File: src/rtl/msg_rec_pkg.sv
package msg_rec_pkg;

    typedef enum logic [2:0] {
        ST_IDLE,
        ST_ERASE_REQ,
        ST_ERASE_GAP,
        ST_ERASE_WAIT,
        ST_REC,
        ST_PLAY
    } seq_state_e;

    typedef enum logic [1:0] {
        PH_IDLE  = 2'b00,
        PH_ERASE = 2'b01,
        PH_REC   = 2'b10,
        PH_PLAY  = 2'b11
    } phase_e;

    typedef struct packed {
        logic erase_req;
        logic adc_load;
        logic adc_drive;
        logic rw;
        logic en;
    } strobe_t;

    function automatic phase_e phase_of(seq_state_e s);
        case (s)
            ST_ERASE_REQ, ST_ERASE_GAP, ST_ERASE_WAIT: return PH_ERASE;
            ST_REC:  return PH_REC;
            ST_PLAY: return PH_PLAY;
            default: return PH_IDLE;
        endcase
    endfunction

endpackage

File: src/rtl/mrc_counter.sv
module mrc_counter #(
    parameter int CNT_W = 13
) (
    input  logic             clk,
    input  logic             rst,
    input  logic             clr,
    input  logic             inc,
    output logic [CNT_W-1:0] cnt,
    output logic             done
);
    localparam logic [CNT_W-1:0] LIMIT = {1'b1, {(CNT_W-1){1'b0}}};

    always_ff @(posedge clk) begin
        if (rst || clr) cnt <= '0;
        else if (inc)   cnt <= cnt + 1'b1;
    end

    assign done = (cnt == LIMIT);

    // counter never passes the array size
    p_cnt_bound_r4: assert property (@(posedge clk) disable iff (rst)
        cnt[CNT_W-1] |-> (cnt[CNT_W-2:0] == '0));

    p_cnt_hold_at_limit_r10: assert property (@(posedge clk) disable iff (rst)
        (done && !clr) |=> done);
endmodule

File: src/rtl/mrc_fsm.sv
module mrc_fsm
    import msg_rec_pkg::*;
(
    input  logic       clk,
    input  logic       rst,
    input  logic       rec_req,
    input  logic       play_req,
    input  logic       busy,
    input  logic       cnt_done,
    output seq_state_e state,
    output logic       cnt_clr,
    output logic       cnt_inc
);
    seq_state_e nxt;

    always_comb begin
        nxt = state;
        case (state)
            ST_IDLE: begin
                if (rec_req)       nxt = ST_ERASE_REQ;
                else if (play_req) nxt = ST_PLAY;
            end
            ST_ERASE_REQ:  nxt = ST_ERASE_GAP;
            ST_ERASE_GAP:  nxt = ST_ERASE_WAIT;
            ST_ERASE_WAIT: if (!busy) nxt = ST_REC;
            ST_REC, ST_PLAY: if (cnt_done) nxt = ST_IDLE;
            default: nxt = ST_IDLE;
        endcase
    end

    always_ff @(posedge clk) begin
        if (rst) state <= ST_IDLE;
        else     state <= nxt;
    end

    assign cnt_clr = (state == ST_IDLE);
    assign cnt_inc = ((state == ST_REC) || (state == ST_PLAY)) && !cnt_done;

    // recording only starts after busy was seen low
    p_rec_after_idle_busy_r3: assert property (@(posedge clk) disable iff (rst)
        (state == ST_ERASE_WAIT && busy) |=> (state == ST_ERASE_WAIT));

    // a request outside idle changes nothing about the running operation
    p_play_ignored_r7: assert property (@(posedge clk) disable iff (rst)
        (state == ST_REC && !cnt_done) |=> (state == ST_REC));

    p_both_rec_wins_r8: assert property (@(posedge clk) disable iff (rst)
        (state == ST_IDLE && rec_req && play_req) |=> (state == ST_ERASE_REQ));
endmodule

File: src/rtl/mrc_outputs.sv
module mrc_outputs
    import msg_rec_pkg::*;
#(
    parameter int ADDR_W = 12
) (
    input  logic              clk,
    input  logic              rst,
    input  seq_state_e        state,
    input  logic [ADDR_W:0]   cnt,
    input  logic              cnt_done,
    output strobe_t           strb,
    output logic [ADDR_W-1:0] addr,
    output logic              dac_load,
    output phase_e            phase
);
    logic rec_act, play_act;

    assign rec_act  = (state == ST_REC)  && !cnt_done;
    assign play_act = (state == ST_PLAY) && !cnt_done;

    always_comb begin
        strb           = '0;
        strb.erase_req = (state == ST_ERASE_REQ);
        strb.adc_load  = rec_act;
        strb.adc_drive = rec_act;
        strb.rw        = rec_act;
        strb.en        = rec_act || play_act;
    end

    assign addr  = cnt[ADDR_W-1:0];
    assign phase = phase_of(state);

    always_ff @(posedge clk) begin
        if (rst) dac_load <= 1'b0;
        else     dac_load <= play_act;
    end

    p_erase_one_cycle_r2: assert property (@(posedge clk) disable iff (rst)
        strb.erase_req |=> !strb.erase_req);

    p_write_strobes_r4: assert property (@(posedge clk) disable iff (rst)
        (strb.en && strb.rw) |-> (strb.adc_load && strb.adc_drive));

    p_addr_step_r4: assert property (@(posedge clk) disable iff (rst)
        (strb.en && $past(strb.en)) |-> (addr == $past(addr) + 1'b1));

    p_read_quiet_adc_r5: assert property (@(posedge clk) disable iff (rst)
        (strb.en && !strb.rw) |-> (!strb.adc_load && !strb.adc_drive));

    p_dac_after_read_r6: assert property (@(posedge clk) disable iff (rst)
        (strb.en && !strb.rw) |=> dac_load);

    p_idle_quiet_r10: assert property (@(posedge clk) disable iff (rst)
        (phase == PH_IDLE) |-> (!strb.en && !strb.erase_req));
endmodule

File: src/rtl/msg_rec_ctrl.sv
module msg_rec_ctrl
    import msg_rec_pkg::*;
#(
    parameter int ADDR_W = 12
) (
    input  logic              clk,
    input  logic              rst,
    input  logic              rec_req,
    input  logic              play_req,
    input  logic              flash_busy,
    output logic              erase_req,
    output logic              adc_load,
    output logic              adc_drive,
    output logic [ADDR_W-1:0] flash_addr,
    output logic              flash_rw,
    output logic              flash_en,
    output logic              dac_load,
    output logic [1:0]        phase
);
    localparam int CNT_W = ADDR_W + 1;

    seq_state_e       state;
    logic             cnt_clr, cnt_inc, cnt_done;
    logic [CNT_W-1:0] cnt;
    strobe_t          strb;
    phase_e           ph;

    mrc_fsm u_fsm (
        .clk(clk), .rst(rst), .rec_req(rec_req), .play_req(play_req),
        .busy(flash_busy), .cnt_done(cnt_done), .state(state),
        .cnt_clr(cnt_clr), .cnt_inc(cnt_inc)
    );

    mrc_counter #(.CNT_W(CNT_W)) u_cnt (
        .clk(clk), .rst(rst), .clr(cnt_clr), .inc(cnt_inc),
        .cnt(cnt), .done(cnt_done)
    );

    mrc_outputs #(.ADDR_W(ADDR_W)) u_out (
        .clk(clk), .rst(rst), .state(state), .cnt(cnt), .cnt_done(cnt_done),
        .strb(strb), .addr(flash_addr), .dac_load(dac_load), .phase(ph)
    );

    assign erase_req = strb.erase_req;
    assign adc_load  = strb.adc_load;
    assign adc_drive = strb.adc_drive;
    assign flash_rw  = strb.rw;
    assign flash_en  = strb.en;
    assign phase     = ph;

    p_no_write_busy_r3: assert property (@(posedge clk) disable iff (rst)
        $rose(flash_en && flash_rw) |-> !flash_busy);

    p_erase_only_from_idle_r9: assert property (@(posedge clk) disable iff (rst)
        $rose(erase_req) |-> ($past(phase) == 2'b00 && $past(rec_req)));
endmodule

File: config.mk
export PLATFORM = sky130hd
export DESIGN_NAME = msg_rec_ctrl
export DESIGN_NICKNAME = d
export VERILOG_FILES = /design/src/rtl/msg_rec_pkg.sv /design/src/rtl/mrc_counter.sv /design/src/rtl/mrc_fsm.sv /design/src/rtl/mrc_outputs.sv /design/src/rtl/msg_rec_ctrl.sv
export SDC_FILE = /design/constraint.sdc
export NUM_CORES = 1
export LEC_CHECK = 0
export BUFFER_PORTS_ARGS = -buffer_cell sky130_fd_sc_hd__buf_2
export CORE_MARGIN = 8
export CORE_UTILIZATION = 50
export CTS_CLUSTER_SIZE = 14
export DETAILED_ROUTE_END_ITERATION = 8
export PLACE_DENSITY = 0.82
export SLEW_MARGIN = 20
export SYNTH_ARGS = -nofsm -noshare
export SYNTH_HDL_FRONTEND = slang
export SYNTH_SLANG_ARGS = --single-unit
File: constraint.sdc
create_clock -name clk -period 3.3 [get_ports clk]
set_clock_uncertainty 0.1 [all_clocks]
set_input_delay 0.165 -clock clk [delete_from_list [all_inputs] [get_ports clk]]
set_output_delay 0.165 -clock clk [all_outputs]
set_load 0.01 [all_outputs]
After elaboration in Yosys (flattened, before gate mapping)
Index checks and enable logic that the tools add are counted.
{ "word_totals": {"ff_bits": 17, "inputBits": 5} }
{ "op_classes": {"add_sub_neg": 1, "eq_ne": 9, "n_mux": 6, "n_reduce_logical": 11} }
{ "op_table": {"columns": ["cell", "count"], "rows": [
  ["one-hot mux 3 bit (5 select lines)", 1],
  ["adder 13 x 1 -> 13 bit (second input constant)", 1],
  ["== test 13 bit (second input constant)", 1],
  ["two-way mux 3 bit", 4],
  ["== test 3 x 2 -> 1 bit (second input constant)", 2],
  ["== test 3 bit (second input constant)", 2],
  ["one-hot mux 2 bit (3 select lines)", 1],
  ["== test 3 x 1 -> 1 bit (second input constant)", 1],
  ["logical AND 1 bit", 3],
  ["zero test 3 bit", 1],
  ["logical OR 1 bit", 3],
  ["inequality test 3 bit (second input constant)", 1],
  ["AND reduction 3 bit", 1],
  ["OR reduction 3 bit", 1],
  ["inequality test 2 x 1 -> 1 bit (second input constant)", 1],
  ["inequality test 2 bit (second input constant)", 1],
  ["OR reduction 2 bit", 1],
  ["zero test 1 bit", 1]
]} }

Depth between registers and ports, before layout
{ "depth": {"ltp_word": 4, "ltp_mapped": 6, "depth_no_buf": 6} }

Hierarchy
From an unflattened synthesis, not the netlist that was laid out.
{ "hier_totals": {"cells_unflattened": 121, "hier_area_um2": 1027.2} }
{ "by_module_without_submodules": {"columns": ["module", "instances", "cells_each", "area_per_inst_um2", "seq_area_each_um2"], "rows": [
  ["mrc_counter", 1, 75, 669.4, 260.2],
  ["mrc_outputs", 1, 25, 186.4, 20.0],
  ["mrc_fsm", 1, 21, 171.4, 60.1]
]} }

Worst setup path after synthesis
OpenSTA, ideal clock, no wires.
{ "synth_path": {"path_kind": "register to output", "from": "reg u_cnt.cnt[0]", "to": "out adc_load", "arrival_ns": 1.727, "t_required_ns": 3.035, "path_slack_ns": 1.308, "stages_incl_launch_ff": 7, "path_cell_list": "dfxtp_1 -> inv_1 -> ha_1 -> nor4b_1 -> a31oi_2 -> nor2b_1 -> buf_4"} }
{ "synth_via": {"elab_chain_cells": 3} }
{ "synth_lines": {"columns": ["item", "line_no", "rtl"], "rows": [
  ["start, declared", "mrc_counter.sv:8", "output logic [CNT_W-1:0] cnt,"],
  ["start signal, assigned", "mrc_counter.sv:15", "else if (inc) cnt <= cnt + 1'b1;"],
  ["== test 13 bit", "mrc_counter.sv:18", "assign done = (cnt == LIMIT);"],
  ["zero test 1 bit", "mrc_outputs.sv:18", "assign rec_act = (state == ST_REC) && !cnt_done;"],
  ["logical AND 1 bit", "mrc_outputs.sv:18", null],
  ["end, declared", "msg_rec_ctrl.sv:12", "output logic adc_load,"]
]} }
No other way between the ends.

Final worst setup path
Same ends and word-level chain as after synthesis.

==> results_dict.tcl <==
set metrics [dict create \
    tns_ns 0 \
    synth_top_area_share_pct 34.6 \
    status "complete, no violations" \
    rsz0062_at_grt "false" \
    post_synth_instance_area_um2 985 \
    r2r_setup_slack_ns 1.31 \
    yosysSeqAreaShare_pct 34.6 \
    synth_fp_nets 128 \
    io_buffers 24 \
    powerDensity_nw_per_um2 438 \
    avgSynthCellArea_um2 8.14 \
    n_antenna_cell 0 \
    drt_wl_total_um 1910 \
    fill_cells 183 \
    vias_per_cell 5.21 \
    register_area_um2 340 \
    antenna_left 0 \
    setup_viol 0 \
    multi_input_area_um2 497 \
    place_ws_ns 1.32 \
    clockBufferDepth 2 \
    layout_min_cycle_time_ns 2.27 \
    ys_seq_elements 17 \
    wl_per_cell_um 12.1 \
    start_util_pct 51.8 \
    cts-root-buf "clkbuf_4" \
    cts_setup_buffers 0 \
    grt_remaining_overflow 0 \
    synth_area_leader_cell "dfxtp_1" \
    final_cell_mix "buf_2, dfxtp_1, nor2_1" \
    fin_cells 158 \
    dieArea_um2 3650 \
    cp_max_fo 8 \
    hold_viol_final 0 \
    first_pass_iters 4 \
    total_power_uw 455 \
    ys.warnings.count 0 \
    fmax_mhz 441 \
    ir_worst_vdd_mv 0.299 \
    end_kind "primary output" \
    path_clk_slew_ns 0.10 \
    postCtsHoldBufs 0 \
    grt_pass1_wl_um 3250 \
    cts_resized 0 \
    synthCells 121 \
    yosysUniqueCellTypes 31 \
    placedCellCount 154 \
    drc_errors 0 \
    p_leak_nw 0.463 \
    die_y_um 60.4 \
    grt_max_degree 14 \
    pin_count 25 \
    cts_sinks 17 \
    gp_congestion 0.841 \
    cts_tree "built" \
    cp.arrival_ns 2.00 \
    drv_cap 0 \
    first_global_vias 743 \
    numCtsBuffers 3 \
    period_share_pct 68.7 \
    track_usage_pct 11.5 \
    hpwlAfterDp_um 1470 \
    drive_gt1_share_pct 23.7 \
    drt_iter0_drc 31 \
    num_rows 16 \
    antenna_found_initial 0 \
    core-area_um2 1900 \
    hp-class "in2reg" \
    worst_ep_required_time_ns 3.03 \
    final_common_cell "buf_2" \
    fin_nets 139 \
    synthTopCellsByArea "dfxtp_1, buf_4, nor2_1, xor2_1, nand2_1" \
    area_growth_pct 5.59 \
    vias 823 \
    setup_slack_ns 1.03 \
    die_x_um 60.4 \
    tightestPinTransition_ns 0.460 \
    htreeDepth 1 \
    crit_path_start_kind "register" \
    slew_headroom_pct 69.2 \
    clock_latency_ns 0.28 \
    crit_type "reg2out" \
    slew_violations 0 \
]
power breakdown:
part	switching [mW]	internal, mW
Sequential	0.0239	0.215
Combinational	0.0610	0.0454
Clock	0.0632	0.0469
path summary, 6_finish.rpt:
| path | start | endpoint | cells past startpoint |
|---|---|---|---|
| worst min-delay path | rst | u_out.dac_load$_SDFF_PP0_ | 2 |
| worst max register to register | u_cnt.cnt[0]$_SDFFE_PP0P_ | u_cnt.cnt[10]$_SDFFE_PP0P_ | 5 |
| worst min register to register | u_cnt.cnt[12]$_SDFFE_PP0P_ | u_cnt.cnt[12]$_SDFFE_PP0P_ | 2 |
| worst max-delay path | u_cnt.cnt[0]$_SDFFE_PP0P_ | adc_load | 6 |
final cells by class:
class | count | area share, %
Timing Repair Buffer | 24 | 11.6
Clock buffer | 4 | 2.53
Tap cell | 27 | 3.25
Inverter | 6 | 2.17
Multi-Input combinational cell | 80 | 47.8
Sequential cell | 17 | 32.7
flip-flops by register name (all words and copies together), names as in the netlist:
signal	count
u_cnt.cnt	13
u_fsm.state	3
u_out.dac_load	1
kinds of logic (layout without fill, tap and decap cells):
kind of cell	Yosys count	after routing	share of synthesized area, %
mux	1	1	1.02
xor+xnor	8	8	7.12
fa+ha+maj	2	2	2.54
compound gates	12	12	7.88
simple gates	57	57	31.9
flops	17	17	34.6
buf+inv	24	34	15.0
worst max-delay path, cell delays in order, from the launching register on:
cell	delay, ns
dfxtp_1	0.48
inv_1	0.08
ha_1	0.19
nor4b_1	0.15
a31oi_2	0.43
nor2b_1	0.23
buf_2	0.15
metal layers:
layer  routed length, um  share of wire [%]  track usage (%)  vias to the layer above
met5                   0                  0                0                        -
met4                  37                1.9             6.80                        0
met3                  89                4.7             3.18                        5
met2                 855                 45             17.8                       15
met1                 929                 49             13.9                      383
li1                    -                  -                -                      420
Yosys cell counts:
library cell / n
o211ai_1: 1
or4_4: 1
a211o_1: 1
nor2b_1: 1
or2_2: 1
nand2_1: 11
ha_1: 2
mux2i_1: 1
nand3_1: 3
nor3_1: 4
xnor2_1: 3
dfxtp_1: 17
nand2b_1: 2
xor2_1: 5
nor4_1: 4
inv_1: 6
a31oi_1: 1
or4_1: 2
buf_2: 1
nand4b_4: 1
o31ai_1: 1
nor4b_1: 2
nand4_1: 3
and4b_1: 1
clkbuf_1: 2
buf_4: 15
a31oi_2: 1
a21oi_1: 4
o21ai_0: 3
nor2_1: 16
or3_1: 5
stage by stage:
step | utilization (%) | hold WS, ns | cell area (um^2)
final | 54.7 | 0.00368 | 1040
after global routing | 54.7 | 0.00691 | 1040
after CTS | 54.7 | 0.00204 | 1040
after detailed placement | 53.3 | 0.308 | 1010
after global placement | 53.3 | 0.302 | 1010
after floorplan | - | 0.134 | 985
Note: power is estimated with default switching activity, not from simulation.
